[src/rtl/csel_pkg.sv]
package csel_pkg;
    // Carry value an upper-section chain is built to assume
    typedef enum logic {
        ASSUME_ZERO = 1'b0,
        ASSUME_ONE  = 1'b1
    } carry_assume_e;
endpackage

[src/rtl/csel_pg_setup.sv]
module csel_pg_setup #(
    parameter int W = 16
) (
    input  logic [W-1:0] op_x,
    input  logic [W-1:0] op_y,
    output logic [W-1:0] prop,
    output logic [W-1:0] gen
);
    // XOR-form propagate is kept so it doubles as the half-sum
    always_comb begin
        prop = op_x ^ op_y;
        gen  = op_x & op_y;
    end
endmodule

[src/rtl/csel_carry_chain.sv]
module csel_carry_chain #(
    parameter int W = 16
) (
    input  logic         c_in,
    input  logic [W-1:0] prop,
    input  logic [W-1:0] gen,
    output logic [W:0]   carry
);
    assign carry[0] = c_in;
    for (genvar i = 0; i < W; i++) begin : g_stage
        assign carry[i+1] = gen[i] | (prop[i] & carry[i]);
    end
endmodule

[src/rtl/csel_low_adder.sv]
module csel_low_adder #(
    parameter int W = 16
) (
    input  logic [W-1:0] op_x,
    input  logic [W-1:0] op_y,
    input  logic         c_in,
    output logic [W-1:0] s,
    output logic         c_out
);
    logic [W-1:0] prop;
    logic [W-1:0] gen;
    logic [W:0]   carry;

    csel_pg_setup #(.W(W)) u_pg (
        .op_x (op_x),
        .op_y (op_y),
        .prop (prop),
        .gen  (gen)
    );

    csel_carry_chain #(.W(W)) u_chain (
        .c_in  (c_in),
        .prop  (prop),
        .gen   (gen),
        .carry (carry)
    );

    assign s     = prop ^ carry[W-1:0];
    assign c_out = carry[W];
endmodule

[src/rtl/csel_adder.sv]
module csel_adder
    import csel_pkg::*;
#(
    parameter int N     = 32,
    parameter int LOW_W = 16
) (
    input  logic [N-1:0] a,
    input  logic [N-1:0] b,
    input  logic         cin,
    output logic [N-1:0] sum,
    output logic         cout
);
    localparam int HI_W = N - LOW_W;

    // Boundary must leave at least one bit on each side
    initial begin
        if (LOW_W < 1 || LOW_W >= N)
            $error("csel_adder: LOW_W must satisfy 0 < LOW_W < N");
    end

    typedef struct packed {
        logic [HI_W:0]   carry_sel;
        logic [HI_W-1:0] sum_hi;
        logic            carry_top;
    } hi_res_t;

    logic [LOW_W-1:0] sum_lo;
    logic             carry_lo;
    logic [HI_W-1:0]  prop_hi;
    logic [HI_W-1:0]  gen_hi;
    logic [HI_W:0]    carry_c0;
    logic [HI_W:0]    carry_c1;
    hi_res_t          hi_d;

    // Lower section: single shared adder
    csel_low_adder #(.W(LOW_W)) u_low (
        .op_x  (a[LOW_W-1:0]),
        .op_y  (b[LOW_W-1:0]),
        .c_in  (cin),
        .s     (sum_lo),
        .c_out (carry_lo)
    );

    // Upper section: one P/G setup shared by both chains
    csel_pg_setup #(.W(HI_W)) u_pg_hi (
        .op_x (a[N-1:LOW_W]),
        .op_y (b[N-1:LOW_W]),
        .prop (prop_hi),
        .gen  (gen_hi)
    );

    csel_carry_chain #(.W(HI_W)) u_chain_c0 (
        .c_in  (ASSUME_ZERO),
        .prop  (prop_hi),
        .gen   (gen_hi),
        .carry (carry_c0)
    );

    csel_carry_chain #(.W(HI_W)) u_chain_c1 (
        .c_in  (ASSUME_ONE),
        .prop  (prop_hi),
        .gen   (gen_hi),
        .carry (carry_c1)
    );

    // Select the carry vector, then generate the sum from it
    always_comb begin
        hi_d.carry_sel = carry_lo ? carry_c1 : carry_c0;
        hi_d.sum_hi    = prop_hi ^ hi_d.carry_sel[HI_W-1:0];
        hi_d.carry_top = hi_d.carry_sel[HI_W];
    end

    assign sum  = {hi_d.sum_hi, sum_lo};
    assign cout = hi_d.carry_top;
endmodule

[config.mk]
export PLATFORM = sky130hd
export DESIGN_NAME = csel_adder
export DESIGN_NICKNAME = d
export VERILOG_FILES = /design/src/rtl/csel_pkg.sv /design/src/rtl/csel_pg_setup.sv /design/src/rtl/csel_carry_chain.sv /design/src/rtl/csel_low_adder.sv /design/src/rtl/csel_adder.sv
export SDC_FILE = /design/constraint.sdc
export NUM_CORES = 1
export LEC_CHECK = 0
export ABC_AREA = 1
export BUFFER_PORTS_ARGS = -buffer_cell sky130_fd_sc_hd__buf_4
export CORE_MARGIN = 2
export CORE_UTILIZATION = 37
export DETAILED_ROUTE_END_ITERATION = 7
export PLACE_DENSITY = 0.81
export SLEW_MARGIN = 10
export SYNTH_ARGS = -nofsm -noshare
export SYNTH_HDL_FRONTEND = slang
export SYNTH_SLANG_ARGS = --single-unit
export TNS_END_PERCENT = 5
[constraint.sdc]
create_clock -name vclk -period 10.2
set_clock_uncertainty 0.2 [all_clocks]
set_input_delay 1.53 -clock vclk [all_inputs]
set_output_delay 1.53 -clock vclk [all_outputs]
set_load 0.01 [all_outputs]
==> out/summary.txt, run 1 <==
outcome -> finished, final reports clean
Critical Path End Type -> primary output
io pins -> 98
HPWL after DPL -> 2.67 mm
simple-gate share of the synthesized area -> 26.9%
fin crit period -> 9.92 ns
sw frac -> 45.7%
syn nets -> 262
VDD IR max -> 39.7 uV
mux cell area share after synthesis -> 0%
Final Setup Violations -> 0
Total Routed Length -> 3.01 mm
final hold violation count -> 0
sequential fraction of the synthesis area -> 0%
combinational share of power -> 100.0%
CP most frequent cell -> fa_2
synth warn -> 0
num sequential -> 0
area grow syn2layout -> 72.2%
Tot Pwr -> 0.154 mW
slowest cell on the critical path -> fa_1
P_sw -> 0.0706 mW
GPL Wtd Cong -> 0.720
count of cell types in the netlist -> 12
sequential power share -> 0%
routed len/inst -> 10.2 um
IO Port Bufs -> 98
Compound-Gate Fraction of Synth Area -> 5.25%
Core Util, Final -> 65.6%
Crit Path Class -> input port to primary output
CP Max Fanout -> 4
clock power share -> 0%
largest family of logic cells by synthesized area -> adder cells
Lkg Pwr -> 1.10 nW
drt via density -> 4.62
pin count of the biggest net entering global routing -> 20
cells after synthesis -> 164
max-cap violations -> 0
total die area -> 3550 um2
peak per-stage delay on the critical path -> 0.49 ns
final setup TNS -> 0 ns
Req. time, crit path -> 8.47 ns
die height -> 59.6 um
Die X -> 59.6 um
Hold Crit Depth -> 3
Int Power -> 0.0838 mW
Least-Margin Pin Slew -> 0.259 ns
via count -> 1,362
DRT iter0 DRCs -> 13
Worst EP arrival -> 8.19 ns
Layout Nets -> 362
Syn Area/Cell -> 6.97 um2
final worst path period share -> 97.2%
CP Launch Type -> input port
Initial Util -> 38.1%
# rows -> 20
GRT Total Usage -> 17.5%
DRT Pass-1 Iters -> 4
worst min path class -> input port to primary output
Core ar. -> 3000 um2
GRT Residual Overflow -> 0
vias in the first global route -> 1,327
first-pass GRT wire length -> 5.00 mm
RSZ-0062 raised after global routing -> false
pwr dens -> 78.4 nW/um2
share of cells above drive strength 1 -> 45.8%
adder-cell share of the synthesized area -> 47.3%
DRC -> 0
Syn Std Cell Area -> 1140 um2
post-synthesis xor/xnor area fraction -> 10.7%
clk_buf instances -> 0
Rel. slew slack -> 82.6%
Antenna Cells -> 0
Reg area -> 0 um2
max frequency -> 101 MHz
Slew Limit Fails -> 0
initial antenna violation count -> 0
Post-DRT Antenna Nets -> 0
==> critical path, delay by kind of cell <==
family / cells / cell delay, ns
and+or+nand+nor: 4 / 0.22
adders and majority gates: 17 / 5.93
buffers and inverters: 7 / 0.50
==> layer usage <==
metal,GRT usage (%),vias up,share of wire (%)
li1,-,704,-
met1,18.1,598,33
met2,36.9,60,56
met3,3.93,0,11
met4,0,0,0
met5,0,-,0
==> power groups by stage <==
stage          Clock [mW]  Combinational (mW)  Sequential (mW)
5_1_grt                 0               0.174                0
3_3_place_gp            0               0.150                0
6_report                0               0.154                0
2_1_floorplan           0              0.0811                0
4_1_cts                 0               0.155                0
3_5_place_dp            0               0.152                0
==> final timing paths <==
kind | startpoint | endpoint | slack (ns)
setup / recovery | a[0] | sum[31] | 0.28
hold / removal | b[7] | sum[7] | 3.23
==> layout make-up <==
class / instances / area (um2)
fill: 268 / 1030
inverter: 27 / 101
multi-input combinational: 134 / 1070
tap: 33 / 41.3
timing repair buffer: 101 / 758
==> cell usage in the layout, fill, tap and decap left out, types with 12 or more instances in the layout <==
cell type	n
nand3_1	14
fa_2	15
xnor2_1	13
ha_1	16
nand2_1	56
o21ai_0	12
buf_4	101
inv_1	25
==> cells in the mapped netlist, drive strengths merged <==
master | instances | area, um2
clkbuf | 3 | 11.3
fa | 17 | 340
ha | 16 | 200
inv | 27 | 101
nand2 | 58 | 223
nand3 | 14 | 70.1
nand3b | 1 | 7.51
nor2 | 2 | 7.51
o21ai | 12 | 60.1
xnor2 | 13 | 114
xor2 | 1 | 8.76
==> timing repair <==
| action | in CTS | in global routing |
|---|---|---|
| endpoints found under the setup margin | 13 | 11 |
| hold buffers | 0 | 0 |
| buffers inserted | 1 | 0 |
| pin swaps | 1 | 2 |
| gates resized for setup | 9 | 6 |
==> through the flow <==
stage	hold slack [ns]	instance area (um2)	cells	setup slack [ns]
floorplan	3.05	1160	164	0.0329
finish	3.23	1970	295	0.284
global placement	3.20	1930	294	-0.325
global route	3.25	1970	295	0.00965
detailed placement	3.20	1930	294	-0.489
CTS	3.20	1960	295	0.0335
==> logic make-up after synthesis <==
group,Yosys count
simple gates,75
compound gates,12
xor+xnor,14
fa+ha+maj,33
buf+inv,30
No activity file was read; power rests on OpenSTA's default activity.
==> run 2, diff against run 1 <==
MAX_ROUTING_LAYER = met4   (was not set)
==> out/summary.txt, run 2 (synthesized netlist as in run 1, its figures left out) <==
outcome -> finished, final reports clean (unchanged)
Layout Nets -> 362 (unchanged)
Slew Limit Fails -> 0 (unchanged)
DRT Pass-1 Iters -> 4 (unchanged)
GRT Residual Overflow -> 0 (unchanged)
met2 usage -> 36.9% (unchanged)
pin count of the biggest net entering global routing -> 20 (unchanged)
gr busiest metal -> met2 (unchanged)
Final Setup Violations -> 0 (unchanged)
max frequency -> 101 MHz (unchanged)
IO Port Bufs -> 98 (unchanged)
final hold violation count -> 0 (unchanged)
die height -> 59.6 um (unchanged)
CP startpoint -> a[0] (unchanged)
most frequent cells in the layout -> buf_4 (101), nand2_1 (56), inv_1 (25) (unchanged)
num sequential -> 0 (unchanged)
CP bufs+invs -> 7 (unchanged)
Req. time, crit path -> 8.47 ns (about the same)
Critical Path End Type -> primary output (unchanged)
Core Util, Final -> 65.6% (unchanged)
Top delay family on crit path -> adder cells (unchanged)
peak per-stage delay on the critical path -> 0.49 ns (about the same)
# rows -> 20 (unchanged)
Antenna Cells -> 0 (unchanged)
area grow syn2layout -> 72.2% (unchanged)
Total Routed Length -> 3.01 mm (about the same)
vias in the first global route -> 1,327 (unchanged)
slowest cell on the critical path -> fa_1 (unchanged)
first-pass GRT wire length -> 5.00 mm (unchanged)
Crit Path Class -> input port to primary output (unchanged)
max-cap violations -> 0 (unchanged)
Initial Util -> 38.1% (unchanged)
Least-Margin Pin Slew -> 0.259 ns (about the same)
Rel. slew slack -> 82.6% (unchanged)
drt via density -> 4.62 (about the same)
fin crit period -> 9.92 ns (about the same)
final worst path period share -> 97.2% (about the same)
commonest non-fill, non-tap cell in the layout -> buf_4 (unchanged)
VDD IR max -> 39.7 uV (about the same)
DRC -> 0 (unchanged)
Lkg Pwr -> 1.10 nW (unchanged)
CP Max Fanout -> 4 (unchanged)
Post-DRT Antenna Nets -> 0 (unchanged)
via count -> 1,364 (was 1,362)
HPWL after DPL -> 2.67 mm (unchanged)
RSZ-0062 raised after global routing -> false (unchanged)
io pins -> 98 (unchanged)
share of cells above drive strength 1 -> 45.8% (unchanged)
GRT Total Usage -> 18.0% (was 17.5%)
Crit path depth -> 28 (unchanged)
initial antenna violation count -> 0 (unchanged)
M1 GR Usage -> 18.3% (was 18.1%)
Worst Setup EP -> sum[31] (unchanged)
final setup TNS -> 0 ns (unchanged)
Worst EP arrival -> 8.19 ns (about the same)
met3 usage in global routing -> 3.71% (was 3.93%)
routed len/inst -> 10.2 um (about the same)
DRT iter0 DRCs -> 13 (unchanged)
Core ar. -> 3000 um2 (unchanged)
CP most frequent cell -> fa_2 (unchanged)
total die area -> 3550 um2 (unchanged)
CP Launch Type -> input port (unchanged)
hold buffers post-CTS -> 0 (unchanged)
Reg area -> 0 um2 (unchanged)
Die X -> 59.6 um (unchanged)
Fin Hold WS -> 3.23 ns (unchanged)
worst min path class -> input port to primary output (unchanged)
pwr dens -> 78.4 nW/um2 (about the same)
clk_buf instances -> 0 (unchanged)
GPL Wtd Cong -> 0.728 (was 0.720)
==> run 2: stage by stage <==
step | area, um2 | total power [mW] | worst slack [ns] | instances
3_5_place_dp | 1930 | 0.152 | -0.489 | 294
4_1_cts | 1960 | 0.155 | 0.0335 | 295
5_1_grt | 1970 | 0.174 | 0.00965 | 295
6_report | 1970 | 0.154 | 0.284 | 295
3_3_place_gp | 1930 | 0.150 | -0.325 | 294
2_1_floorplan | 1160 | 0.0811 | 0.0329 | 164
==> run 2: cell type report <==
class	instances	area [um2]
inverter	27	101
timing repair buffer	101	758
fill	268	1030
multi-input combinational	134	1070
tap	33	41.3
==> run 2: report_power, final <==
part	total (mW)	internal [mW]	switching [mW]
registers	0	0	0
logic	0.154	0.0838	0.0706
clock network	0	0	0
==> run 2: worst min-delay path by stage <==
stage                from  endpoint  cells after the start
CTS                  b[9]    sum[9]                      3
global route         b[7]    sum[7]                      3
finish               b[7]    sum[7]                      3
floorplan           b[10]   sum[10]                      1
detailed placement   b[9]    sum[9]                      3
global placement    b[13]   sum[13]                      3
==> run 2: metal layers <==
layer,vias to the layer above,wire [um]
met1,598,999
met3,0,339
met2,62,1670
li1,704,-
met5,-,0
met4,0,0
==> run 2: repair_timing <==
| item | CTS | global route |
|---|---|---|
| endpoints found under the setup margin | 13 | 11 |
| pin swaps | 1 | 2 |
| endpoints found under the hold margin | 0 | 0 |
| gates resized for setup | 9 | 6 |
| setup buffers | 1 | 0 |
==> run 3, diff against run 2 <==
ABC_AREA = not set   (was 1)
CORE_UTILIZATION = 35   (was 37)
PLACE_DENSITY = 0.8   (was 0.81)
==> out/summary.txt, run 3 <==
IO Port Bufs -> 98 (unchanged)
share of cells above drive strength 1 -> 64.6% (was 45.8%)
HPWL after DPL -> 2.84 mm (was 2.67 mm)
Critical Path End Type -> primary output (unchanged)
Total Routed Length -> 3.07 mm (was 3.01 mm)
Slew Limit Fails -> 0 (unchanged)
P_sw -> 0.0658 mW (was 0.0706 mW)
via count -> 1,145 (was 1,364)
vias in the first global route -> 1,242 (was 1,327)
sequential power share -> 0% (about the same)
sequential fraction of the synthesis area -> 0% (unchanged)
Post-synth top cells -> fa_1 (17), ha_1 (16), inv_1 (12), xor2_1 (8), xnor2_1 (6) (was nand2_1 (56), inv_1 (27), fa_1 (17), ha_1 (16), nand3_1 (14))
pin count of the biggest net entering global routing -> 5 (was 20)
sw frac -> 44.7% (was 45.7%)
syn nets -> 202 (was 262)
count of cell types in the netlist -> 29 (was 12)
Req. time, crit path -> 8.47 ns (about the same)
DRT iter0 DRCs -> 25 (was 13)
synth warn -> 0 (unchanged)
Antenna Cells -> 0 (unchanged)
DRC -> 6 (was 0)
Initial Util -> 37.3% (was 38.1%)
worst min path class -> input port to primary output (unchanged)
Final Setup Violations -> 2 (was 0)
Syn Std Cell Area -> 1050 um2 (was 1140 um2)
RSZ-0062 raised after global routing -> true (was false)
hold buffers post-CTS -> 0 (unchanged)
Least-Margin Pin Slew -> 0.358 ns (was 0.259 ns)
area grow syn2layout -> 83.5% (was 72.2%)
clk_buf instances -> 0 (unchanged)
CP Launch Type -> input port (unchanged)
cells after synthesis -> 104 (was 164)
total die area -> 3450 um2 (was 3550 um2)
CP Max Fanout -> 3 (was 4)
drt via density -> 4.83 (was 4.62)
setup ws final -> -0.209 ns (was 0.284 ns)
Lkg Pwr -> 0.974 nW (was 1.10 nW)
VDD IR max -> 49.8 uV (was 39.7 uV)
GRT Residual Overflow -> 0 (unchanged)
DRT Pass-1 Iters -> 6 (was 4)
Core ar. -> 2810 um2 (was 3000 um2)
final worst path period share -> 102% (was 97.2%)
io pins -> 98 (unchanged)
Die X -> 58.7 um (was 59.6 um)
outcome -> finished, violations left (was finished, final reports clean)
hold wc startpoint -> b[1] (was b[7])
first-pass GRT wire length -> 4.87 mm (was 5.00 mm)
Worst Hold Endpoint -> sum[1] (was sum[7])
clock power share -> 0% (about the same)
routed len/inst -> 12.9 um (was 10.2 um)
Synth area leaders -> fa_1 (32%), ha_1 (19%), xor2_1 (6.7%), xnor2_1 (5.0%), inv_1 (4.3%) (was fa_1 (30%), nand2_1 (18%), ha_1 (18%), xnor2_1 (10%), inv_1 (8.9%))
GPL Wtd Cong -> 0.723 (was 0.728)
Crit Path Class -> input port to primary output (unchanged)
Reg area -> 0 um2 (unchanged)
fin crit period -> 10.41 ns (was 9.92 ns)
Syn Area/Cell -> 10.1 um2 (was 6.97 um2)
GRT Total Usage -> 18.1% (was 18.0%)
Hold Crit Depth -> 3 (unchanged)
combinational share of power -> 100.0% (about the same)
Post-DRT Antenna Nets -> 0 (unchanged)
Worst EP arrival -> 8.68 ns (was 8.19 ns)
post-synth top area share -> 32.5% (was 29.8%)
most numerous cell in the Yosys netlist -> fa_1 (was nand2_1)
failing checks -> design-rule violations, negative setup slack
Rel. slew slack -> 76.1% (was 82.6%)
final setup TNS -> -0.298 ns (was 0 ns)
initial antenna violation count -> 0 (unchanged)
final hold violation count -> 0 (unchanged)
Core Util, Final -> 68.5% (was 65.6%)
Layout Nets -> 306 (was 362)
die height -> 58.7 um (was 59.6 um)
# rows -> 19 (was 20)
commonest non-fill, non-tap cell in the layout -> buf_4 (unchanged)
Int Power -> 0.0816 mW (was 0.0838 mW)
num sequential -> 0 (unchanged)
area leader, netlist -> fa_1 (unchanged)
Tot Pwr -> 0.147 mW (was 0.154 mW)
most frequent cells in the layout -> buf_4 (102), ha_1 (16), fa_2 (15) (was buf_4 (101), nand2_1 (56), inv_1 (25))
max frequency -> 96.1 MHz (was 101 MHz)
pwr dens -> 76.7 nW/um2 (was 78.4 nW/um2)
max-cap violations -> 0 (unchanged)
run 3: how the worst max path moves through the flow:
stage          startpoint  endpoint  slack, ns  cells after the start
6_report             a[0]   sum[31]      -0.21                     28
5_1_grt              a[0]   sum[31]      -0.44                     28
4_1_cts              a[0]   sum[31]      -0.24                     28
3_5_place_dp         a[0]   sum[31]      -0.40                     28
3_3_place_gp         a[0]   sum[31]      -0.27                     28
2_1_floorplan        a[0]   sum[31]      0.008                     26
run 3: metal layers:
metal	global-route usage, %	wire length [um]	vias to the layer above
li1	-	-	564
met1	18.4	1020	524
met2	37.9	1760	57
met3	2.64	287	0
met4	0	0	0
met5	-	0	-
run 3: power by group through the flow:
stage / Sequential [mW] / Clock [mW] / Combinational, mW
5_1_grt: 0 / 0 / 0.161
4_1_cts: 0 / 0 / 0.147
3_3_place_gp: 0 / 0 / 0.139
6_report: 0 / 0 / 0.147
3_5_place_dp: 0 / 0 / 0.144
2_1_floorplan: 0 / 0 / 0.0756
run 3: critical path: stages:
cell and delay [ns]:
buf_4 0.11, inv_2 0.05, fa_1 0.15, inv_1 0.05, fa_2 0.34, fa_2 0.35, fa_2 0.36, fa_2 0.35
fa_2 0.34, fa_2 0.34, fa_2 0.34, fa_2 0.34, fa_2 0.34, fa_2 0.35, fa_2 0.35, fa_2 0.34
fa_2 0.34, fa_2 0.36, fa_2 0.41, nand2b_4 0.17, a21oi_4 0.16, o41ai_4 0.08, o211ai_1 0.18, a41o_1 0.22
a21oi_2 0.07, fa_1 0.47, inv_1 0.04, buf_4 0.13
run 3: layout make-up:
type                       instances  area (um2)
timing repair buffer             102         766
tap                               31        38.8
multi-input combinational         92        1070
inverter                          12        45.0
fill                             234         883
run 3: kinds of logic after synthesis:
group | synth area share, %
compound gates | 20.5
xor+xnor | 11.7
fa+ha+maj | 51.6
buf+inv | 4.30
simple gates | 11.8
run 3: per-stage QoR:
stage / std cells / instance area, um2 / hold WS, ns / setup WS [ns]
2_1_floorplan: 104 / 1090 / 3.05 / 0.00788
3_3_place_gp: 234 / 1870 / 3.20 / -0.270
4_1_cts: 235 / 1900 / 3.24 / -0.244
3_5_place_dp: 234 / 1870 / 3.20 / -0.397
5_1_grt: 237 / 1920 / 3.25 / -0.441
6_report: 237 / 1920 / 3.24 / -0.209
run 3: what timing repair did:
| item | CTS | global route |
|---|---|---|
| setup endpoints to repair | 7 | 8 |
| pin swaps | 4 | 6 |
| setup buffers | 1 | 2 |
| resized for setup | 6 | 2 |
| cloned | 0 | 0 |
